<file path="src/rtl/slot_pkg.sv">
package slot_pkg;
  localparam int MAX_SLOTS = 64;

  // isolate the lowest set bit of a vector
  function automatic logic [MAX_SLOTS-1:0] first_set(input logic [MAX_SLOTS-1:0] v);
    return v & (~v + 1'b1);
  endfunction

  // number of set bits
  function automatic int unsigned count_set(input logic [MAX_SLOTS-1:0] v);
    int unsigned n;
    n = 0;
    for (int i = 0; i < MAX_SLOTS; i++) n += int'(v[i]);
    return n;
  endfunction
endpackage

</file>
<file path="src/rtl/slot_cam.sv">
module slot_cam #(
  parameter int NUM_SLOTS = 4,
  parameter int ID_W      = 12
) (
  input  logic                 clk,
  input  logic                 rst_n,
  input  logic [ID_W-1:0]      look_id,
  input  logic [NUM_SLOTS-1:0] rel_vec,
  input  logic                 wr_en,
  input  logic [NUM_SLOTS-1:0] wr_onehot,
  output logic [NUM_SLOTS-1:0] bound_vec,
  output logic [NUM_SLOTS-1:0] hit_vec
);
  logic [ID_W-1:0] tag [NUM_SLOTS];

  for (genvar s = 0; s < NUM_SLOTS; s++) begin : g_entry
    logic wr_here;
    assign wr_here = wr_en & wr_onehot[s];

    always_ff @(posedge clk) begin
      if (!rst_n) begin
        bound_vec[s] <= 1'b0;
        tag[s]       <= '0;
      end else begin
        if (wr_here) begin
          bound_vec[s] <= 1'b1;
          tag[s]       <= look_id;
        end else if (rel_vec[s]) begin
          bound_vec[s] <= 1'b0;
        end
      end
    end

    // a slot being released this cycle no longer answers for its key
    assign hit_vec[s] = bound_vec[s] & ~rel_vec[s] & (tag[s] == look_id);
  end

  // a full key lives in at most one slot
  p_unique_bind_r4: assert property (@(posedge clk) disable iff (!rst_n)
    $onehot0(hit_vec));

  // a claim never lands on a slot that is still held
  p_no_reuse_r7: assert property (@(posedge clk) disable iff (!rst_n)
    wr_en |-> ((wr_onehot & bound_vec) == '0));
endmodule

</file>
<file path="src/rtl/slot_pick.sv">
module slot_pick
  import slot_pkg::*;
#(
  parameter int NUM_SLOTS = 4
) (
  input  logic [NUM_SLOTS-1:0] bound_vec,
  output logic [NUM_SLOTS-1:0] grant_onehot,
  output logic                 any_free
);
  logic [MAX_SLOTS-1:0] free_wide;
  logic [MAX_SLOTS-1:0] grant_wide;

  always_comb begin
    free_wide = '0;
    free_wide[NUM_SLOTS-1:0] = ~bound_vec;
    grant_wide = first_set(free_wide);
  end

  assign grant_onehot = grant_wide[NUM_SLOTS-1:0];
  assign any_free     = |free_wide;
endmodule

</file>
<file path="src/rtl/slot_drive.sv">
module slot_drive #(
  parameter int NUM_SLOTS = 4,
  parameter int METH_W    = 2,
  parameter int DATA_W    = 16
) (
  input  logic                 clk,
  input  logic                 rst_n,
  input  logic                 accept,
  input  logic                 fresh,
  input  logic [NUM_SLOTS-1:0] tgt_onehot,
  input  logic [METH_W-1:0]    in_meth,
  input  logic [DATA_W-1:0]    in_data,
  output logic [NUM_SLOTS-1:0] out_valid,
  output logic [NUM_SLOTS-1:0] out_init,
  output logic [METH_W-1:0]    out_meth,
  output logic [DATA_W-1:0]    out_data
);
  always_ff @(posedge clk) begin
    if (!rst_n) begin
      out_valid <= '0;
      out_init  <= '0;
      out_meth  <= '0;
      out_data  <= '0;
    end else begin
      out_valid <= accept ? tgt_onehot : '0;
      out_init  <= (accept && fresh) ? tgt_onehot : '0;
      if (accept) begin
        out_meth <= in_meth;
        out_data <= in_data;
      end
    end
  end
endmodule

</file>
<file path="src/rtl/slot_pool_mgr.sv">
module slot_pool_mgr
  import slot_pkg::*;
#(
  parameter int NUM_SLOTS = 4,
  parameter int ID_W      = 12,
  parameter int METH_W    = 2,
  parameter int DATA_W    = 16,
  localparam int CNT_W    = $clog2(NUM_SLOTS + 1)
) (
  input  logic                 clk,
  input  logic                 rst_n,
  input  logic                 req_valid,
  output logic                 req_ready,
  input  logic [ID_W-1:0]      req_id,
  input  logic [METH_W-1:0]    req_meth,
  input  logic [DATA_W-1:0]    req_data,
  output logic [NUM_SLOTS-1:0] slot_valid,
  output logic [NUM_SLOTS-1:0] slot_init,
  output logic [METH_W-1:0]    slot_meth,
  output logic [DATA_W-1:0]    slot_data,
  input  logic [NUM_SLOTS-1:0] slot_release,
  output logic                 pool_full,
  output logic [CNT_W-1:0]     occupied
);
  // named internal events
  logic [NUM_SLOTS-1:0] bound_vec;
  logic [NUM_SLOTS-1:0] hit_vec;
  logic [NUM_SLOTS-1:0] grant_onehot;
  logic [NUM_SLOTS-1:0] tgt_onehot;
  logic                 any_free;
  logic                 is_hit;
  logic                 accept;
  logic                 do_claim;
  logic [MAX_SLOTS-1:0] bound_wide;

  slot_cam #(.NUM_SLOTS(NUM_SLOTS), .ID_W(ID_W)) u_cam (
    .clk       (clk),
    .rst_n     (rst_n),
    .look_id   (req_id),
    .rel_vec   (slot_release),
    .wr_en     (do_claim),
    .wr_onehot (grant_onehot),
    .bound_vec (bound_vec),
    .hit_vec   (hit_vec)
  );

  slot_pick #(.NUM_SLOTS(NUM_SLOTS)) u_pick (
    .bound_vec    (bound_vec),
    .grant_onehot (grant_onehot),
    .any_free     (any_free)
  );

  assign is_hit     = |hit_vec;
  assign req_ready  = is_hit | any_free;
  assign accept     = req_valid & req_ready;
  assign do_claim   = accept & ~is_hit;
  assign tgt_onehot = is_hit ? hit_vec : grant_onehot;
  assign pool_full  = ~any_free;

  slot_drive #(.NUM_SLOTS(NUM_SLOTS), .METH_W(METH_W), .DATA_W(DATA_W)) u_drive (
    .clk        (clk),
    .rst_n      (rst_n),
    .accept     (accept),
    .fresh      (do_claim),
    .tgt_onehot (tgt_onehot),
    .in_meth    (req_meth),
    .in_data    (req_data),
    .out_valid  (slot_valid),
    .out_init   (slot_init),
    .out_meth   (slot_meth),
    .out_data   (slot_data)
  );

  always_comb begin
    bound_wide = '0;
    bound_wide[NUM_SLOTS-1:0] = bound_vec;
    occupied = CNT_W'(count_set(bound_wide));
  end

  // unknown key with a full pool is held back
  p_hold_full_r6: assert property (@(posedge clk) disable iff (!rst_n)
    (req_valid && pool_full && !is_hit) |-> !req_ready);

  // every acceptance yields exactly one delivery next cycle
  p_deliver_r10: assert property (@(posedge clk) disable iff (!rst_n)
    accept |=> ($countones(slot_valid) == 1));

  // no acceptance, no delivery
  p_quiet_r10: assert property (@(posedge clk) disable iff (!rst_n)
    !accept |=> (slot_valid == '0));

  // a held key never strobes init
  p_no_init_hit_r3: assert property (@(posedge clk) disable iff (!rst_n)
    (accept && is_hit) |=> (slot_init == '0));

  // count stays in range
  p_occ_range_r8: assert property (@(posedge clk) disable iff (!rst_n)
    occupied <= CNT_W'(NUM_SLOTS));
endmodule

</file>
<file path="config.mk">
export PLATFORM = sky130hd
export DESIGN_NAME = slot_pool_mgr
export DESIGN_NICKNAME = d
export VERILOG_FILES = /design/src/rtl/slot_pkg.sv /design/src/rtl/slot_cam.sv /design/src/rtl/slot_pick.sv /design/src/rtl/slot_drive.sv /design/src/rtl/slot_pool_mgr.sv
export SDC_FILE = /design/constraint.sdc
export NUM_CORES = 1
export LEC_CHECK = 0
export BUFFER_PORTS_ARGS = -buffer_cell sky130_fd_sc_hd__buf_2
export CAP_MARGIN = 20
export CORE_ASPECT_RATIO = 1.25
export CORE_MARGIN = 5
export CORE_UTILIZATION = 35
export CTS_CLUSTER_DIAMETER = 60
export CTS_CLUSTER_SIZE = 30
export DETAILED_ROUTE_END_ITERATION = 7
export RECOVER_POWER = 50
export SYNTH_ARGS = -nofsm -noshare
export SYNTH_HDL_FRONTEND = slang
export SYNTH_SLANG_ARGS = --single-unit
export TNS_END_PERCENT = 30
</file>
<file path="constraint.sdc">
create_clock -name clk -period 2.8 [get_ports clk]
set_clock_uncertainty 0.2 [all_clocks]
set_input_delay 0.42 -clock clk [delete_from_list [all_inputs] [get_ports clk]]
set_output_delay 0.42 -clock clk [all_outputs]
set_load 0.02 [all_outputs]
</file>
-- Word-level counts from Yosys, hierarchy flattened
Memories as Yosys holds them, arrays and structs flattened.
Index checks and enable logic that the tools add are counted.
- flip-flop bits (word level): 30
- bits of input ports: 37
- ROM bits: 0
- bits in writable memories: 48
- memories kept: 1
- bits in latches: 0
- memory list (memory ; words ; width ; read ports ; clocked after Yosys merged registers in ; write ports ; line ; source):
    u_cam.tag ; 4 ; 12 ; 4 ; 0 ; 4 ; slot_cam.sv:14 ; logic [ID_W-1:0] tag [NUM_SLOTS];
- bitwise logic cells: 28
- eq/ne operators: 4
- multiplexer cells: 26
- magnitude comparators: 0
- multipliers: 0
- shifts and indexed selects: 0
- $add $sub $neg: 4
- reduce and logical (&&, ||, !) cells: 9
- divide/modulo/power cells: 0
- operator list (operator ; count):
    equality test 12 bit ; 4
    2-to-1 mux 12 bit ; 4
    2-to-1 mux 1 bit ; 21
    bitwise AND 1 bit ; 14
    inverter 4 bit ; 2
    nonzero test 2 bit ; 4
    OR reduction 4 bit ; 2
    inverter 1 bit ; 6
    OR 1 bit ; 5
    adder 4 x 1 -> 4 bit (second input constant) ; 1
    bitwise AND 4 bit ; 1
    2-to-1 mux 4 bit ; 1
    AND reduction 2 bit ; 2
    adder 2 x 1 -> 3 bit ; 1
    adder 3 x 1 -> 3 bit ; 1
    adder 1 x 1 -> 2 bit ; 1
    logical AND 1 bit ; 1

-- Logic depth before layout (Yosys ltp)
Gate-level depths: netlist of the first run.
- depth in word-level cells: 12
- depth in mapped cells: 9
- mapped depth without buffers: 6

-- Modules after synthesis
From an unflattened synthesis of the first run, not the netlist that was laid out.
- cells, all modules: 309
- area, all modules: 3803.6 um^2
- by module, submodules not included (module ; times used ; area an instance (um^2) ; cells an instance ; sequential area each (um^2)):
    slot_cam ; 1 ; 2688.8 ; 205 ; 1521.5
    slot_drive ; 1 ; 923.4 ; 76 ; 520.5
    slot_pool_mgr ; 1 ; 155.1 ; 23 ; 0.0
    slot_pick ; 1 ; 36.3 ; 5 ; 0.0

-- Least setup slack after synthesis of the first run
OpenSTA, ideal clock, no wires.
- path kind: input to register
- from: input req_id[6]
- to: memory u_cam.tag[1][0] (netlist: u_cam.tag[0][12]) (enable)
- buffers on the path: 2
- path slack: 0.087 ns
- arrival: 2.155 ns
- stages: 8
- cells stage by stage: buf_4 > xor2_1 > nor4_1 > and4_4 > or3b_1 > buf_6 > nor4b_1 > nand2b_1
- RTL lines (what ; line ; source):
    start, declared ; slot_pool_mgr.sv:14 ; input logic [ID_W-1:0] req_id,
    end, declared ; slot_cam.sv:14 ;

==> results of run 1 <==
[per-stage QoR]
step	util	setup WS (ns)
floorplan	-	0.0867
global placement	0.411	-0.188
detailed placement	0.411	-0.175
CTS	0.436	0.0181
global route	0.434	-0.0158
finish	0.434	0.105
[state kept, by name, summed over array words and instances, names as in the netlist]
name,count
u_drive.out_init,4
u_drive.out_data,16
u_cam.tag,48
u_cam.bound_vec,4
u_drive.out_meth,2
u_drive.out_valid,4
[layer usage]
| layer | vias up | wire, µm | track usage |
|---|---|---|---|
| met4 | 0 | 126 | 0.0393 |
| met3 | 9 | 460 | 0.0318 |
| met2 | 65 | 4820 | 0.231 |
| met5 | - | 0 | 0 |
| li1 | 1449 | - | - |
| met1 | 1400 | 4340 | 0.178 |
[placed cells by master, fill, tap and decap left out, drive strengths merged, types with 5 or more instances in the layout]
master  instances
o221ai         18
clkbuf         37
dfxtp          30
nand2          30
edfxtp         48
nand3          38
buf            71
a21oi           6
and2           48
nand4           5
xor2           24
xnor2          24
inv             6
nand2b          5
nor4            9
mux2           18
[worst reg2reg max path: cells and delay by family, from the launching register on]
family | cells | cell delay [ns]
AND/OR/NAND/NOR | 5 | 1.41
buffers and inverters | 1 | 0.16
flip-flops | 1 | 0.38
XOR/XNOR | 1 | 0.25
[layout make-up]
cell class,instances,area [µm²]
well taps,161,201
fillers,1158,6610
inverters,6,22.5
clock buffers,11,233
multi-input cells,253,1890
clock inverters,5,52.6
flip-flops and latches,78,2040
repair buffers,97,628
[power groups by stage]
stage	Combinational (mW)	Sequential (mW)	Clock, mW
3_3_place_gp	0.299	1.33	0
5_1_grt	0.327	1.31	1.22
2_1_floorplan	0.174	1.35	0
6_report	0.296	1.31	1.14
3_5_place_dp	0.304	1.33	0
4_1_cts	0.305	1.31	1.17
[cell families after synthesis]
group / share of synthesized area
xor gates and xnor gates: 0.101
buffers and inverters: 0.0623
muxes: 0.0585
DFF: 0.489
adders and majority gates: 0.0168
AOI/OAI and AO/OA: 0.0504
and+or+nand+nor: 0.222
[final timing paths]
check | from | endpoint | slack (ns) | depth (start not counted)
worst max-delay path | u_cam.tag[0][0]$_SDFFCE_PN0P_ | req_ready | 0.10 | 7
worst min-delay path | slot_release[2] | u_cam.bound_vec[2]$_SDFFE_PN0P_ | 0.20 | 3
worst max register to register | u_cam.tag[1][16]$_SDFFCE_PN0P_ | u_cam.tag[0][5]$_SDFFCE_PN0P_ | 0.11 | 7
worst min register to register | u_drive.out_data[7]$_SDFFE_PN0N_ | u_drive.out_data[7]$_SDFFE_PN0N_ | 0.34 | 2
==> flow_metrics.tcl, run 1 <==
set metrics [dict create \
    ant_nets 0 \
    drt-pass1-iter-count 4 \
    grt_pass1_wl_mm 15.4 \
    cts_made_buffers 9 \
    grt_pass1_vias 2975 \
    end_kind "output pin" \
    vias 2923 \
    wl_mm 9.75 \
    grt_max_degree 40 \
    cp_top_family "simple AND/OR/NAND/NOR gates" \
    avgRoutedWirePerCell_um 16.0 \
    worst_pin_slew_ns 0.415 \
    cts_repair_resize_count 0 \
    vias_per_cell 4.78 \
    drive_gt1_frac 0.242 \
    power.density_nw_per_um2 541 \
    rows 44 \
    ctsHoldBuffers 0 \
    io_pins 68 \
    maxSlewViolCount 0 \
    layout.cells.non_filler 611 \
    clkPwrFrac 0.415 \
    outcome "finished clean" \
    synth_area_leaders "edfxtp_1 35%, dfxtp_1 14%, and2_1 7.2%, xnor2_1 5.0%, xor2_1 5.0%" \
    worst_setup_path_start_kind "flop" \
    track_usage 0.138 \
    whs_ns 0.198 \
    synth_top_area_cell "edfxtp_1" \
    netSwitchingFraction 0.238 \
    syn_nets 414 \
    die-area_um2 14200 \
    power_mw 2.74 \
    antenna_found_initial 0 \
    dp_cells 595 \
    p_sw_uw 654 \
    max_slew_margin 0.723 \
    gp_congestion 0.785 \
    yosys-top-cells-count "48 x and2_1, 48 x edfxtp_1, 38 x nand3_1" \
    cts-root-buf "clkbuf_16" \
    io_buffers 67 \
    cts_tree "done" \
    rsz0062_at_grt "true" \
    clockBufferDepth 2 \
    fin_setup_tns_ns 0 \
    clk_latency_ns 0.33 \
    critPathArrivalTime_ns 2.08 \
    critPathMaxStageDelay_ns 0.54 \
    synth_flop_cell "edfxtp_1" \
    ys_types 40 \
    async_reset_ff_frac 0 \
    cp_max_fo 2 \
    hpwlAfterDp_mm 7.08 \
    finalSetupViolCount 0 \
    p_leak_nw 1.98 \
    route.detailed.drc 0 \
    hold_class "input port to flop" \
    die_width_um 108 \
    path_clk_slew_ns 0.06 \
    netlist.area_leader.share 0.345 \
    hold_viol 0 \
    syn2layout_area_growth_pct 21.3 \
    path_cells "xnor2_1 -> nand3_1 -> or4_4 -> buf_4 -> nor4b_4 -> nand2_1 -> buf_2" \
    ys_ff_latch 78 \
    pwr-share-seq 0.477 \
    core_um2 11700 \
    antenna-diode-count 0 \
    design_area_um2 5060 \
    synth_edf_count 48 \
    drt_iter0_drc 128 \
    worst-setup-path-type "flop to output pin" \
    clkSinkCount 78 \
    path_buf_inv 2 \
    power_frac_comb 0.108 \
    critPathRequiredTime_ns 2.18 \
    fin_crit_ns 2.70 \
    ctsHtreeMaxLevel 3 \
    timing.final.crit_share 0.963 \
    start_util 0.358 \
    critPathSlowestCell "or4_4" \
    synthesis.area_um2 4170 \
    nets 487 \
    yosys_warnings 0 \
    die_h_um 132 \
    dpl_cell_area_um2 4800 \
    internal_power_mw 2.09 \
    syn_avg_cell_area_um2 11.2 \
    post_cts_buffers 0 \
    fmax_ghz 0.371 \
    seq_area_frac_synth 0.489 \
    synthCells 372 \
    cap_violations 0 \
    peakVddDrop_uv 358 \
    grt_overflow 0 \
]
Power figures use the tool's default switching activity.
==> run 2, diff against run 1 <==
--- a/config.mk
+++ b/config.mk
@@ -9,10 +9,11 @@
 export CAP_MARGIN = 20
 export CORE_ASPECT_RATIO = 1.25
 export CORE_MARGIN = 5
-export CORE_UTILIZATION = 35
+export CORE_UTILIZATION = 51
 export CTS_CLUSTER_DIAMETER = 60
 export CTS_CLUSTER_SIZE = 30
 export DETAILED_ROUTE_END_ITERATION = 7
+export PLACE_DENSITY = 0.76
 export RECOVER_POWER = 50
 export SYNTH_ARGS = -nofsm -noshare
 export SYNTH_HDL_FRONTEND = slang
==> constraint.sdc (replaced) <==
create_clock -name clk -period 2.3 [get_ports clk]
set_clock_uncertainty 0.2 [all_clocks]
set_input_delay 0.345 -clock clk [delete_from_list [all_inputs] [get_ports clk]]
set_output_delay 0.345 -clock clk [all_outputs]
set_load 0.02 [all_outputs]
==> run 2 against run 1 <==
Effect of this change: the run now ends with setup timing left; critical path depth unchanged; total power up 15%; register-to-register slack worse by 0.37 ns; routed wire length up 4.4%; design area up 8.1%; clock-buffer cell count unchanged; setup slack worse by 0.41 ns; sequential cell count unchanged; via count up 7.6%; cell count down 6.4%; hold slack worse by 0.081 ns; combinational power up 45%; critical path type unchanged; critical endpoint unchanged; largest cell class is now multi-input gates; largest power group unchanged.
==> flow_metrics.tcl, run 2 (synthesis gave the netlist of run 1 again) <==
set metrics [dict create \
    outcome "finished, violations left" \
    antenna_found_initial 0 \
    crit_top_cell "buf_6" \
    finalSetupViolCount 124 \
    grt_pass1_vias 3134 \
    grt_overflow 0 \
    die-area_um2 10100 \
    cts_made_buffers 9 \
    path_buf_inv 2 \
    cts-root-buf "clkbuf_8" \
    hpwlAfterDp_mm 6.76 \
    syn2layout_area_growth_pct 31.1 \
    rsz0062_at_grt "true" \
    antenna-diode-count 0 \
    largest_register "u_cam.tag" \
    fmax_ghz 0.383 \
    mostFrequentLayoutCells "48 x and2_1, 48 x edfxtp_1, 47 x buf_2" \
    die_width_um 90.9 \
    drive_gt1_frac 0.389 \
    reg_top3 "u_cam.tag x48, u_drive.out_data x16" \
    timing.final.crit_share 1.13 \
    rows 37 \
    grt_pass1_wl_mm 15.8 \
    met2_usage 0.342 \
    hold_viol 0 \
    vias 3145 \
    worst_pin_slew_ns 0.501 \
    cp_top_family "simple AND/OR/NAND/NOR gates" \
    finalWorstSetupSlack_ns -0.310 \
    peakVddDrop_uv 494 \
    maxSlewViolCount 0 \
    gp_congestion 0.875 \
    route.detailed.drc 0 \
    cap_violations 0 \
    whs_ns 0.117 \
    max_slew_margin 0.666 \
    cp_max_fo 2 \
    path_cells "xnor2_2 -> nand4_1 -> or4_4 -> buf_6 -> nor4b_4 -> nand2_1 -> buf_6" \
    track_usage 0.197 \
    fin_setup_tns_ns -21.15 \
    clkSinkCount 78 \
    ctsHtreeMaxLevel 3 \
    path_clk_slew_ns 0.09 \
    largest_reg_flops 48 \
    grt_use_met3 0.0475 \
    critPathSlowestCell "or4_4" \
    critPathMaxStageDelay_ns 0.50 \
    fin_crit_ns 2.61 \
    ctsHoldBuffers 0 \
    io_pins 68 \
    use_met1 0.236 \
    drt_iter0_drc 150 \
    cts_tree "done" \
    die_h_um 111 \
    worst_setup_path_start_kind "flop" \
    clockBufferDepth 2 \
    clk_latency_ns 0.35 \
    critPathRequiredTime_ns 1.75 \
    power.density_nw_per_um2 576 \
    final_core_utilization 0.676 \
    grt_max_degree 55 \
    failed_checks "setup timing" \
    vias_per_cell 5.50 \
    nets 512 \
    start_util 0.515 \
    gr-max-usage-layer "met2" \
    critPathArrivalTime_ns 2.06 \
    worst-setup-path-type "flop to output pin" \
    avgRoutedWirePerCell_um 17.8 \
    p_leak_nw 2.22 \
    end_kind "output pin" \
    core_um2 8100 \
    hold_class "input port to flop" \
    io_buffers 67 \
    drt-pass1-iter-count 5 \
    wl_mm 10.2 \
    ant_nets 0 \
]
-- run 2: cell types whose count changed in the layout (fill, tap and decap cells not counted), sizes merged --
cell | before | now
nand2 | 30 | 32
buf | 71 | 102
inv | 6 | 7
nand2b | 5 | 7
bufinv | 1 | 2
clkinv | 4 | 2
clkbuf | 37 | 27
-- run 2: stage by stage --
step	cell area (µm²)	instances	total power, mW	worst slack [ns]
after detailed placement	4860	546	2.00	-0.342
after global routing	5470	572	3.28	-0.412
after floorplan	4270	372	1.87	-0.0852
after CTS	5300	569	3.15	-0.313
final	5470	572	3.15	-0.310
after global placement	4860	546	1.99	-0.304
-- run 2: timing repair --
item | in CTS | in global routing
setup buffers | 3 | 2
pin swaps | 13 | 4
gates cloned | 4 | 1
endpoints found under the setup margin | 124 | 126
resized for setup | 40 | 27
-- run 2: area by class of cell --
cell class,instances,area (µm²)
clock buffer,11,131
inverter,6,25.0
fill,604,2630
tap,97,121
multi-input combinational,257,2210
timing repair buffer,118,858
sequential,78,2050
clock inverter,5,82.6
-- run 2: layer usage --
layer | wire [µm] | vias to the layer above | part of all wire
li1 | - | 1514 | -
met1 | 4070 | 1500 | 0.40
met2 | 5360 | 109 | 0.53
met3 | 580 | 22 | 0.057
met4 | 172 | 0 | 0.017
met5 | 0 | - | 0
-- run 2: path summary, 6_finish.rpt --
kind / start / to / slack [ns] / cells after the start
worst max-delay path: u_cam.tag[0][4]$_SDFFCE_PN0P_ / req_ready / -0.31 / 7
worst max register to register: u_cam.tag[0][4]$_SDFFCE_PN0P_ / u_drive.out_data[15]$_SDFFE_PN0N_ / -0.26 / 10
worst min register to register: u_cam.bound_vec[2]$_SDFFE_PN0P_ / u_cam.bound_vec[2]$_SDFFE_PN0P_ / 0.34 / 2
worst min-delay path: req_data[10] / u_drive.out_data[10]$_SDFFE_PN0N_ / 0.12 / 3
-- run 2: power breakdown --
group | total [mW] | switching [mW] | internal (mW)
sequential | 1.59 | 0.0382 | 1.55
combinational | 0.430 | 0.239 | 0.191
clock | 1.13 | 0.513 | 0.616
-- run 2: tightest hold or removal path, stage by stage --
cell and delay, ns:
buf_2 0.09, nand3_1 0.09, o221ai_2 0.09
